$ cat src/rtl/strm_pkg.sv
package strm_pkg;

  // Pointer width for a buffer of the given depth; never below one bit.
  function automatic int unsigned ptr_w(input int unsigned depth);
    int unsigned w;
    w = $clog2(depth);
    return (w < 1) ? 1 : w;
  endfunction

  // Width of a counter that must reach the value 'limit' inclusive.
  function automatic int unsigned cnt_w(input int unsigned limit);
    return $clog2(limit + 1);
  endfunction

endpackage

$ cat src/rtl/kern_pipe.sv
module kern_pipe #(
  parameter int unsigned DATA_W = 16,
  parameter int unsigned STAGES = 3,
  parameter int unsigned SCALE  = 3,
  parameter int unsigned OFFSET = 5
) (
  input  logic              clk,
  input  logic              rst_n,
  input  logic              in_vld,
  input  logic [DATA_W-1:0] in_dat,
  output logic              out_vld,
  output logic [DATA_W-1:0] out_dat
);

  localparam logic [DATA_W-1:0] SCALE_V = DATA_W'(SCALE);
  localparam logic [DATA_W-1:0] OFS_V   = DATA_W'(OFFSET);

  logic              vld_q [STAGES];
  logic [DATA_W-1:0] dat_q [STAGES];

  for (genvar s = 0; s < STAGES; s++) begin : g_stg
    logic              vld_d;
    logic [DATA_W-1:0] dat_d;

    if (s == 0) begin : g_head
      // First stage: scale; with a single stage the offset is folded in too.
      always_comb begin
        vld_d = in_vld;
        dat_d = in_dat * SCALE_V;
        if (STAGES == 1) dat_d = dat_d + OFS_V;
      end
    end else if (s == 1) begin : g_add
      always_comb begin
        vld_d = vld_q[0];
        dat_d = dat_q[0] + OFS_V;
      end
    end else begin : g_dly
      always_comb begin
        vld_d = vld_q[s-1];
        dat_d = dat_q[s-1];
      end
    end

    always_ff @(posedge clk or negedge rst_n) begin
      if (!rst_n) vld_q[s] <= 1'b0;
      else        vld_q[s] <= vld_d;
    end

    always_ff @(posedge clk) begin
      if (vld_d) dat_q[s] <= dat_d;
    end
  end

  assign out_vld = vld_q[STAGES-1];
  assign out_dat = dat_q[STAGES-1];

endmodule

$ cat src/rtl/res_fifo.sv
module res_fifo #(
  parameter int unsigned DATA_W = 16,
  parameter int unsigned DEPTH  = 5
) (
  input  logic              clk,
  input  logic              rst_n,
  input  logic              wr_en,
  input  logic [DATA_W-1:0] wr_dat,
  input  logic              rd_en,
  output logic [DATA_W-1:0] rd_dat,
  output logic              empty
);

  localparam int unsigned PW = strm_pkg::ptr_w(DEPTH);
  localparam int unsigned CW = strm_pkg::cnt_w(DEPTH);
  localparam logic [PW-1:0] LAST = PW'(DEPTH - 1);

  logic [DATA_W-1:0] mem [DEPTH];
  logic [PW-1:0]     wp_q, wp_d, rp_q, rp_d;
  logic [CW-1:0]     cnt_q, cnt_d;

  always_comb begin
    wp_d  = wp_q;
    rp_d  = rp_q;
    cnt_d = cnt_q;
    if (wr_en) wp_d = (wp_q == LAST) ? '0 : wp_q + 1'b1;
    if (rd_en) rp_d = (rp_q == LAST) ? '0 : rp_q + 1'b1;
    case ({wr_en, rd_en})
      2'b10:   cnt_d = cnt_q + 1'b1;
      2'b01:   cnt_d = cnt_q - 1'b1;
      default: cnt_d = cnt_q;
    endcase
  end

  always_ff @(posedge clk or negedge rst_n) begin
    if (!rst_n) begin
      wp_q  <= '0;
      rp_q  <= '0;
      cnt_q <= '0;
    end else begin
      wp_q  <= wp_d;
      rp_q  <= rp_d;
      cnt_q <= cnt_d;
    end
  end

  always_ff @(posedge clk) begin
    if (wr_en) mem[wp_q] <= wr_dat;
  end

  assign rd_dat = mem[rp_q];
  assign empty  = (cnt_q == '0);

  // a result from the pipeline never lands on a full buffer.
  p_no_overflow_r3: assert property (@(posedge clk) disable iff (!rst_n)
    wr_en |-> (cnt_q < CW'(DEPTH)) || rd_en);

  // nothing is popped from an empty buffer.
  p_no_underflow_r6: assert property (@(posedge clk) disable iff (!rst_n)
    rd_en |-> cnt_q != '0);

endmodule

$ cat src/rtl/credit_ctr.sv
module credit_ctr #(
  parameter int unsigned LIMIT = 5
) (
  input  logic                                clk,
  input  logic                                rst_n,
  input  logic                                take,
  input  logic                                give,
  output logic                                room,
  output logic [strm_pkg::cnt_w(LIMIT)-1:0]   used
);

  localparam int unsigned CW = strm_pkg::cnt_w(LIMIT);

  logic [CW-1:0] used_q, used_d;
  logic          upd;

  always_comb begin
    upd    = take ^ give;
    used_d = take ? used_q + 1'b1 : used_q - 1'b1;
  end

  always_ff @(posedge clk or negedge rst_n) begin
    if (!rst_n)   used_q <= '0;
    else if (upd) used_q <= used_d;
  end

  assign room = (used_q < CW'(LIMIT));
  assign used = used_q;

  // outstanding words stay within the limit.
  p_credit_bound_r3: assert property (@(posedge clk) disable iff (!rst_n)
    used_q <= CW'(LIMIT));

  // a credit is only returned while one is outstanding.
  p_credit_give_r6: assert property (@(posedge clk) disable iff (!rst_n)
    give |-> used_q != '0);

endmodule

$ cat src/rtl/strm_kernel_wrap.sv
module strm_kernel_wrap #(
  parameter int unsigned DATA_W = 16,
  parameter int unsigned STAGES = 3,
  parameter int unsigned SCALE  = 3,
  parameter int unsigned OFFSET = 5
) (
  input  logic              clk,
  input  logic              rst_n,
  input  logic              in_avail,
  input  logic [DATA_W-1:0] in_data,
  output logic              in_req,
  input  logic              out_ack,
  output logic [DATA_W-1:0] out_data,
  output logic              out_avail
);

  localparam int unsigned BUF_DEPTH = STAGES + 2;
  localparam int unsigned CW        = strm_pkg::cnt_w(BUF_DEPTH);

  logic              accept, pop;
  logic              room;
  logic [CW-1:0]     used;
  logic              pipe_vld;
  logic [DATA_W-1:0] pipe_dat;
  logic              buf_empty;

  assign accept    = in_avail & room;
  assign out_avail = ~buf_empty;
  assign pop       = out_avail & out_ack;
  assign in_req    = room;

  credit_ctr #(.LIMIT(BUF_DEPTH)) u_credit (
    .clk  (clk),
    .rst_n(rst_n),
    .take (accept),
    .give (pop),
    .room (room),
    .used (used)
  );

  kern_pipe #(
    .DATA_W(DATA_W), .STAGES(STAGES), .SCALE(SCALE), .OFFSET(OFFSET)
  ) u_pipe (
    .clk    (clk),
    .rst_n  (rst_n),
    .in_vld (accept),
    .in_dat (in_data),
    .out_vld(pipe_vld),
    .out_dat(pipe_dat)
  );

  res_fifo #(.DATA_W(DATA_W), .DEPTH(BUF_DEPTH)) u_buf (
    .clk   (clk),
    .rst_n (rst_n),
    .wr_en (pipe_vld),
    .wr_dat(pipe_dat),
    .rd_en (pop),
    .rd_dat(out_data),
    .empty (buf_empty)
  );

  // a waiting result is held until acknowledged.
  p_hold_avail_r4: assert property (@(posedge clk) disable iff (!rst_n)
    out_avail && !out_ack |=> out_avail);
  p_hold_data_r4: assert property (@(posedge clk) disable iff (!rst_n)
    out_avail && !out_ack |=> $stable(out_data));

  // a visible result always corresponds to an outstanding credit.
  p_avail_credit_r6: assert property (@(posedge clk) disable iff (!rst_n)
    out_avail |-> used != '0);

  // a capture always leaves at least one credit outstanding.
  p_accept_counts_r2: assert property (@(posedge clk) disable iff (!rst_n)
    accept |=> used != '0);

endmodule

$ cat config.mk
export PLATFORM = sky130hd
export DESIGN_NAME = strm_kernel_wrap
export DESIGN_NICKNAME = d
export VERILOG_FILES = /design/src/rtl/strm_pkg.sv /design/src/rtl/kern_pipe.sv /design/src/rtl/res_fifo.sv /design/src/rtl/credit_ctr.sv /design/src/rtl/strm_kernel_wrap.sv
export SDC_FILE = /design/constraint.sdc
export NUM_CORES = 1
export LEC_CHECK = 0
export BUFFER_PORTS_ARGS = -buffer_cell sky130_fd_sc_hd__clkbuf_2
export CORE_MARGIN = 3
export CORE_UTILIZATION = 32
export CTS_CLUSTER_DIAMETER = 100
export DETAILED_ROUTE_END_ITERATION = 8
export PLACE_DENSITY = 0.44
export SYNTH_ARGS = -nofsm -noshare
export SYNTH_HDL_FRONTEND = slang
export SYNTH_SLANG_ARGS = --single-unit
$ cat constraint.sdc
create_clock -name clk -period 3.9 [get_ports clk]
set_input_delay 0.78 -clock clk [delete_from_list [all_inputs] [get_ports clk]]
set_output_delay 0.78 -clock clk [all_outputs]
set_load 0.1 [all_outputs]
==> flow_metrics.env <==
export IMPL_reg2reg_slack_ns=1.84
export IMPL_finalPower_w=0.006254
export IMPL_critPathMaxFanout=10
export IMPL_synth_nets=417
export IMPL_critPathCaptureType="primary output"
export IMPL_wl_met1_mm=4.612
export IMPL_clk_latency_ns=0.41
export IMPL_netlist_instances=374
export IMPL_status="completed"
export IMPL_overflow=0
export IMPL_fin_area_um2=7298
export IMPL_synth_edff_count=128
export IMPL_instances_no_fill=699
export IMPL_post_cts_setup_buffers=0
export IMPL_routedWlPerCell_um=14.52
export IMPL_num_rows=50
export IMPL_area_delta_synth_final_pct=18.20
export IMPL_drt_first_pass_iters=4
export IMPL_clock_sinks=143
export IMPL_pre_cts_ws_ns=0.9804
export IMPL_cts_tree="yes"
export IMPL_io_buffers=37
export IMPL_grt_max_degree=20
export IMPL_hold_buffers=0
export IMPL_top_layer_used="met4"
export IMPL_dp_hpwl_mm=7.030
export IMPL_hp_class="input pin to asynchronous set/reset pin"
export IMPL_die_w_um=144.9
export IMPL_arrival_ns=2.50
export IMPL_cts_buffers=17
export IMPL_placed_area_um2=6696
export IMPL_drv_cap=0
export IMPL_leakage_nw=2.593
export IMPL_cts_root_buf="clkbuf_16"
export IMPL_num_antenna_cells=0
export IMPL_ys_ff_latch=143
export IMPL_drcViolationCount=0
export IMPL_synthArstFlopShare_pct=10.49
export IMPL_synth_warnings=0
export IMPL_setup_violations=0
export IMPL_ant_nets=0
export IMPL_yosysUniqueCellTypes=51
export IMPL_crit_chain="buf_12, mux4_1, mux2_2, clkbuf_2"
export IMPL_rr_startpoint="u_pipe.out_vld"
export IMPL_finalHoldViolCount=0
export IMPL_antenna_found_initial=0
export IMPL_dieHeight_um=144.9
export IMPL_synth_area_um2=6175
export IMPL_num_vias=3157
export IMPL_setup_ws_ns=0.6172
export IMPL_place_gp_congestion=0.7350
export IMPL_clk_pin_slew_ns=0.06
export IMPL_post_route_min_period_ns=3.283
export IMPL_synth_flop_cell="edfxtp_1"
export IMPL_period_share_pct=84.17
export IMPL_fp_coreArea_um2=18830
export IMPL_max_stage_delay_ns=0.69
export IMPL_fmax_ghz=0.3046
export IMPL_die_area_um2=21000
export IMPL_start_util_pct=32.79
export IMPL_worst_path_buf_inv=2
export IMPL_reg2regPathDepth=4
export IMPL_cts_resized=0
export IMPL_final_common_cell="edfxtp_1"
export IMPL_seq_area_frac_synth_pct=68.33
export IMPL_grt_pass1_wl_mm=16.82
export IMPL_fin_tns_setup_ns=0
export IMPL_worstSetupPathType="register to primary output"
export IMPL_skew_ns=0.003850
export IMPL_dr_wl_met3_um=355
export IMPL_placed_cells=667
export IMPL_tightest_slew_ns=1.005
export IMPL_htreeDepth=4
export IMPL_wl_mm=10.15
export IMPL_grt_pass1_vias=3297
export IMPL_timing_rr_end="u_buf.mem[2][10]"
export IMPL_cp_top_family="multiplexers"
export IMPL_vias_per_cell=4.516
export IMPL_peakVddDrop_v=0.0002711
export IMPL_dr_first_iter_drc_count=113
export IMPL_avgSynthCellArea_um2=16.51
export IMPL_clockBufferDepth=2
export IMPL_fin_nets=469
export IMPL_io_pins=38
export IMPL_crit_slowest_cell="dfrtp_1"
export IMPL_powerDensity_nw_per_um2=857.0
export IMPL_fill_cells=1744
export IMPL_rsz0062_at_grt="false"
export IMPL_grt_usage_pct=10.25
export IMPL_required_ns=3.12
export IMPL_routed_wl_met2_mm=4.989
export IMPL_slew_headroom_pct=32.92
export IMPL_drive_gt1_share_pct=24.15
export IMPL_final_cell_mix="edfxtp_1 (128), clkbuf_2 (37), ha_1 (20)"
export IMPL_final_max_slew_viol_count=0
export IMPL_start_kind="register"
[per-stage QoR]
step                util, %  hold slack [ns]
floorplan                 -           0.4003
global placement      35.56           0.4022
detailed placement    35.56           0.4054
CTS                   38.76           0.2831
global route          38.76           0.2927
finish                38.76           0.2871
[worst register-to-register path, delay by kind of cell, from the launching register on]
family / cells / cell delay, ns
and+or+nand+nor: 3 / 1.06
buffers and inverters: 1 / 0.16
DFF: 1 / 0.45
[routing by layer]
layer | vias up | track usage [%]
met5 | - | 0
met4 | 0 | 4.988
met1 | 1522 | 12.52
met3 | 14 | 2.967
li1 | 1557 | -
met2 | 64 | 16.74
[kinds of logic (layout without fill, tap and decap cells)]
family                   Yosys count  after routing  synth area share (%)
AND/OR/NAND/NOR                   73             73                 5.998
flip-flops                       143            143                 68.33
multiplexers                      35             35                 9.747
AO/OA/AOI/OAI                     51             51                 5.107
buffers and inverters             20             85                 1.682
adder cells (fa/ha/maj)           23             23                 5.025
XOR/XNOR                          29             29                 4.113
[worst max-delay path by stage]
stage                     startpoint               end  slack (ns)  cells after the start
floorplan           u_credit.used[0]  u_credit.used[2]        0.71                      6
global placement       u_buf.rp_q[0]       out_data[3]        1.00                      4
detailed placement     u_buf.rp_q[0]       out_data[2]        0.98                      4
CTS                    u_buf.rp_q[0]       out_data[2]        0.53                      4
global route           u_buf.rp_q[0]       out_data[2]        0.43                      4
finish                 u_buf.rp_q[0]       out_data[2]        0.62                      4
[cells in the mapped netlist, types with 6 or more instances]
library cell	count	area [µm²]
a21oi_1	15	75.07
dfrtp_1	15	375.4
edfxtp_1	128	3844
ha_1	20	250.2
inv_1	12	45.04
mux2_2	16	180.2
mux4_1	7	183.9
mux4_2	9	202.7
nand2_1	19	71.32
nand3_1	8	40.04
nor2_1	18	67.56
nor3_1	6	30.03
o21ai_0	16	80.08
xnor2_1	18	157.7
xor2_1	11	96.34
[state kept, by name (all words and copies together), names as in the netlist]
signal,count
u_buf.cnt_q,3
u_buf.mem,80
u_credit.used,3
u_pipe.out_vld,1
u_buf.rp_q,3
u_buf.wp_q,3
u_pipe.dat_q,48
u_pipe.g_stg.vld_d,2
[power by group]
part	switching, W	total [W]	internal [W]
Combinational	0.00151	0.00212	0.000610
Sequential	0.000335	0.00250	0.00217
Clock	0.000574	0.00163	0.00106
[layout make-up]
cell class	count	area [µm²]	share of cell area (%)
clock inverter	14	172.7	2.366
clock buffer	18	429.2	5.880
timing repair buffer	40	220.2	3.017
sequential	143	4219	57.81
inverter	13	51.30	0.7029
tap	260	325.3	4.457
multi-input combinational	211	1881	25.77
Note: power is estimated with default switching activity, not from simulation.
